==> src/rtl/owid_rom_layer.sv <==
module owid_rom_layer #(
  parameter logic [7:0]  FAMILY = 8'h23,
  parameter logic [47:0] SERIAL = 48'h0000_5A3C_91E7
) (
  input  logic       clk,
  input  logic       rst_n,
  input  logic       bus_reset,
  input  logic       reset_long,
  input  logic       byte_vld,
  input  logic [7:0] rx_byte,
  input  logic       slot_stb,
  input  logic       slot_bit,
  output logic       tx_en,
  output logic       tx_bit,
  output logic       mem_sel,
  output logic       od_mode
);
  localparam logic [63:0] BODY = {8'h00, SERIAL, FAMILY};

  typedef enum logic [2:0] {S_OFF, S_CMD, S_READ, S_MATCH, S_SRCH, S_SEL} st_t;

  st_t        st;
  logic [5:0] idx;
  logic [1:0] ph;
  logic [7:0] crc;
  logic       od, ovm;

  logic       own, fb, last, rx_slot, miss, adv;
  logic [7:0] crc_nx;

  assign own     = (idx < 6'd56) ? BODY[idx] : crc[0];
  assign fb      = crc[0] ^ own;
  assign crc_nx  = {1'b0, crc[7:1]} ^ (fb ? 8'h8C : 8'h00);
  assign last    = &idx;
  assign rx_slot = slot_stb && (st == S_MATCH || (st == S_SRCH && ph == 2'd2));
  assign miss    = rx_slot && (slot_bit != own);
  assign adv     = slot_stb && !miss &&
                   (st == S_READ || st == S_MATCH || (st == S_SRCH && ph == 2'd2));

  always_ff @(posedge clk) begin
    if (!rst_n) begin
      st  <= S_OFF;
      idx <= '0;
      ph  <= '0;
      crc <= '0;
      od  <= 1'b0;
      ovm <= 1'b0;
    end else if (bus_reset) begin
      st  <= S_CMD;
      idx <= '0;
      ph  <= '0;
      crc <= '0;
      ovm <= 1'b0;
      if (reset_long) od <= 1'b0;
    end else begin
      if (adv) begin
        idx <= idx + 6'd1;
        crc <= crc_nx;
      end
      if (st == S_SRCH && slot_stb)
        ph <= (ph == 2'd2) ? 2'd0 : ph + 2'd1;
      if (miss) begin
        st <= S_OFF;
        if (ovm) od <= 1'b0;
      end else if (adv && last) begin
        st <= S_SEL;
      end
      if (st == S_CMD && byte_vld) begin
        case (rx_byte)
          8'h33:   st <= S_READ;
          8'h55:   st <= S_MATCH;
          8'hF0:   st <= S_SRCH;
          8'hCC:   st <= S_SEL;
          8'h3C: begin
            st <= S_SEL;
            od <= 1'b1;
          end
          8'h69: begin
            st  <= S_MATCH;
            od  <= 1'b1;
            ovm <= 1'b1;
          end
          default: st <= S_OFF;
        endcase
      end
    end
  end

  assign tx_en   = (st == S_READ) || (st == S_SRCH && ph != 2'd2);
  assign tx_bit  = tx_en & (own ^ (st == S_SRCH && ph == 2'd1));
  assign mem_sel = (st == S_SEL);
  assign od_mode = od;
endmodule

==> config.mk <==
export PLATFORM = sky130hd
export DESIGN_NAME = owid_rom_layer
export DESIGN_NICKNAME = d
export VERILOG_FILES = /design/src/rtl/owid_rom_layer.sv
export SDC_FILE = /design/constraint.sdc
export NUM_CORES = 1
export LEC_CHECK = 0
export ABC_CLOCK_PERIOD_IN_PS = 3700
export CORE_MARGIN = 4
export CORE_UTILIZATION = 45
export CTS_BUF_LIST = sky130_fd_sc_hd__clkbuf_8
export CTS_CLUSTER_DIAMETER = 50
export CTS_CLUSTER_SIZE = 14
export DETAILED_ROUTE_END_ITERATION = 6
export DONT_BUFFER_PORTS = 1
export GPL_ROUTABILITY_DRIVEN = 0
export GPL_TIMING_DRIVEN = 0
export PLACE_DENSITY = 0.65
export SLEW_MARGIN = 20
export SYNTH_ARGS = -nofsm -noshare
export SYNTH_HDL_FRONTEND = slang
export SYNTH_SLANG_ARGS = --single-unit
==> constraint.sdc <==
create_clock -name clk -period 3.7 [get_ports clk]
set_input_delay 0.74 -clock clk [delete_from_list [all_inputs] [get_ports clk]]
set_output_delay 0.74 -clock clk [all_outputs]
set_load 0.01 [all_outputs]
==> reports/summary.txt <==
total number of vias: 1389
core area: 3150 um2
pre-CTS setup slack: -0.150 ns
WP data required: 3.89 ns
# port buffers: 0
I/O pin count: 19
final critical-path setup slack: 0.228 ns
std cell rows: 20
Worst EP arrival: 3.66 ns
Clk Tree Root Cell: clkbuf_8
synth cell count leaders: dfxtp_1, nand2_1, nor2_1, a21oi_1, o21ai_0
cell taking the most area after synthesis: dfxtp_1
Post-synth EDFFs: 0
kind of critical path: reg2reg
Yosys cell types: 58
1st-pass router iterations: 4
overall die width: 66.2 um
Yosys top cell area share: 0.289
drt wl/cell: 14.5 um
gr usage total: 0.164
number of hold buffers added after cts: 0
fin crit period: 3.47 ns
clock tree from TritonCTS: done
power per cell area: 291 nW/um2
DR DRC count: 0
Tcrit/Tclk final: 0.938
Max Cap Viol: 0
post-route ant nets: 0
mapped cell area: 1520 um2
clock net sink count: 22
YS warnings: 0
Non-Filler Instances: 237
FMAX: 288 MHz
Final Instance Area: 1680 um2
first-pass GRT wire length: 5690 um
share of layout cells above drive strength 1: 0.135
synthesized area per cell: 8.11 um2
total CTS buffers: 3
min-delay src: crc[7]
Final HPWL DP: 2590 um
worst reg2reg path startpoint: st[2]
Synth async-reset ratio: 0
Clock Latency Late Sink: 0.27 ns
nets: 214
Worst-path clk slew: 0.09 ns
Worst Setup End Kind: flop
Max clock buf depth: 2
largest net degree at the start of global routing: 14
area grow syn2layout: 10.1%
final number of setup-violating endpoints: 0
Worst Reg-to-Reg Cells: 15
Hold Path Depth: 2
initial core utilization: 0.483
hold crit path type: reg2reg
Cells after DPL: 232
worst reg-to-reg setup slack: 0.23 ns
Endpoint, Worst Hold: crc[6]
final max-slew violation count: 0
CP Launch Type: flop
Final Hold Fails: 0
antenna violations before repair: 0
vias in the first global route: 1341
Mapped Cells: 188
most common flop cell mapped by yosys: dfxtp_1
Slew HR: 0.574
Final Routed Wirelength: 3430 um
number of DRC markers in iteration 0: 38
die area: 4380 um2
Slew @ Worst Pin: 0.638 ns
#FFs+latches synth: 22
CP Max Fanout: 10
Power Total: 488 uW
Via density: 5.86
H-tree depth: 1
status: complete, no violations
worst vdd ir: 267 uV
die height: 66.2 um
main area contributors after synthesis: dfxtp_1, nand2_1, a21oi_1
post-synthesis sequential area ratio: 0.289
P_leak: 0.000558 uW
Antenna Diode Count: 0
DP Area: 1580 um2
skew final: 0.00336 ns
Post-Syn Nets: 208
GR Overflow Total: 0
TNS Setup: 0 ns
[power breakdown]
| part | switching [uW] | internal [uW] | total (uW) |
|---|---|---|---|
| Sequential | 2.12 | 237 | 239 |
| Clock | 85.4 | 145 | 230 |
| Combinational | 10.7 | 8.20 | 18.8 |
[worst max-delay path, cell delays in order (launching register included)]
cell	delay, ns
dfxtp_1	0.43
nor3b_4	0.29
a32o_1	0.25
o21a_1	0.21
buf_6	0.17
o21ai_0	0.18
a21oi_1	0.24
inv_1	0.12
ha_1	0.23
or2_2	0.30
a2111o_1	0.41
nand2_1	0.07
nor3b_1	0.06
a22oi_1	0.22
a2bb2oi_1	0.09
o21ai_1	0.13
[metrics by stage]
stage                      util  hold WS (ns)
after floorplan               -         0.432
after global placement    0.501         0.436
after detailed placement  0.501         0.445
after CTS                 0.523         0.457
after global routing      0.532         0.481
final                     0.532         0.456
[flip-flops by register name (all words and copies together), names as in the netlist, named ones only]
signal / flops
od_mode: 1
ph: 2
idx: 6
ovm: 1
st: 3
crc: 8
[routing by layer]
layer,vias up,part of all wire,GRT usage
met3,9,0.052,0.0340
met1,639,0.45,0.199
met5,-,0,0
li1,700,-,-
met4,0,0.024,0.0787
met2,41,0.47,0.274
[layout make-up]
type	instances	area [um2]
Buffer	4	26.3
Multi-Input combinational cell	157	1060
Tap cell	44	55.1
Clock buffer	3	41.3
Timing Repair Buffer	1	7.51
Fill cell	326	1480
Inverter	5	18.8
Clock inverter	1	30.0
Sequential cell	22	440
[worst max-delay path by stage]
stage	from	end	slack, ns	cells past startpoint
final	st[2]	flop	0.23	15
after detailed placement	slot_stb	flop	-0.15	15
after global routing	st[2]	flop	-0.01	15
after floorplan	slot_stb	flop	0.35	16
after global placement	slot_stb	flop	-0.02	15
after CTS	st[2]	flop	0.04	15
[what timing repair did]
action,in CTS,in global routing
setup buffers,0,1
gates resized for setup,0,5
endpoints found under the setup margin,0,1
[cell usage in the layout, fill, tap and decap left out, types with 4 or more instances in the layout]
master,instances
nor4bb_1,4
nand2_1,22
nand4_1,5
nor2_1,18
inv_1,5
xor2_1,4
o21ai_0,8
nand3_1,7
ha_1,5
a21oi_1,16
dfxtp_1,22
nor3_1,4
nand2b_1,6
[kinds of logic after synthesis]
logic type | Yosys count | share of synthesized area
and+or+nand+nor | 89 | 0.325
DFF | 22 | 0.289
AOI/OAI and AO/OA | 52 | 0.245
xor gates and xnor gates | 7 | 0.0402
buffers and inverters | 9 | 0.0296
muxes | 4 | 0.0296
adders and majority gates | 5 | 0.0411
Power figures use the tool's default switching activity.
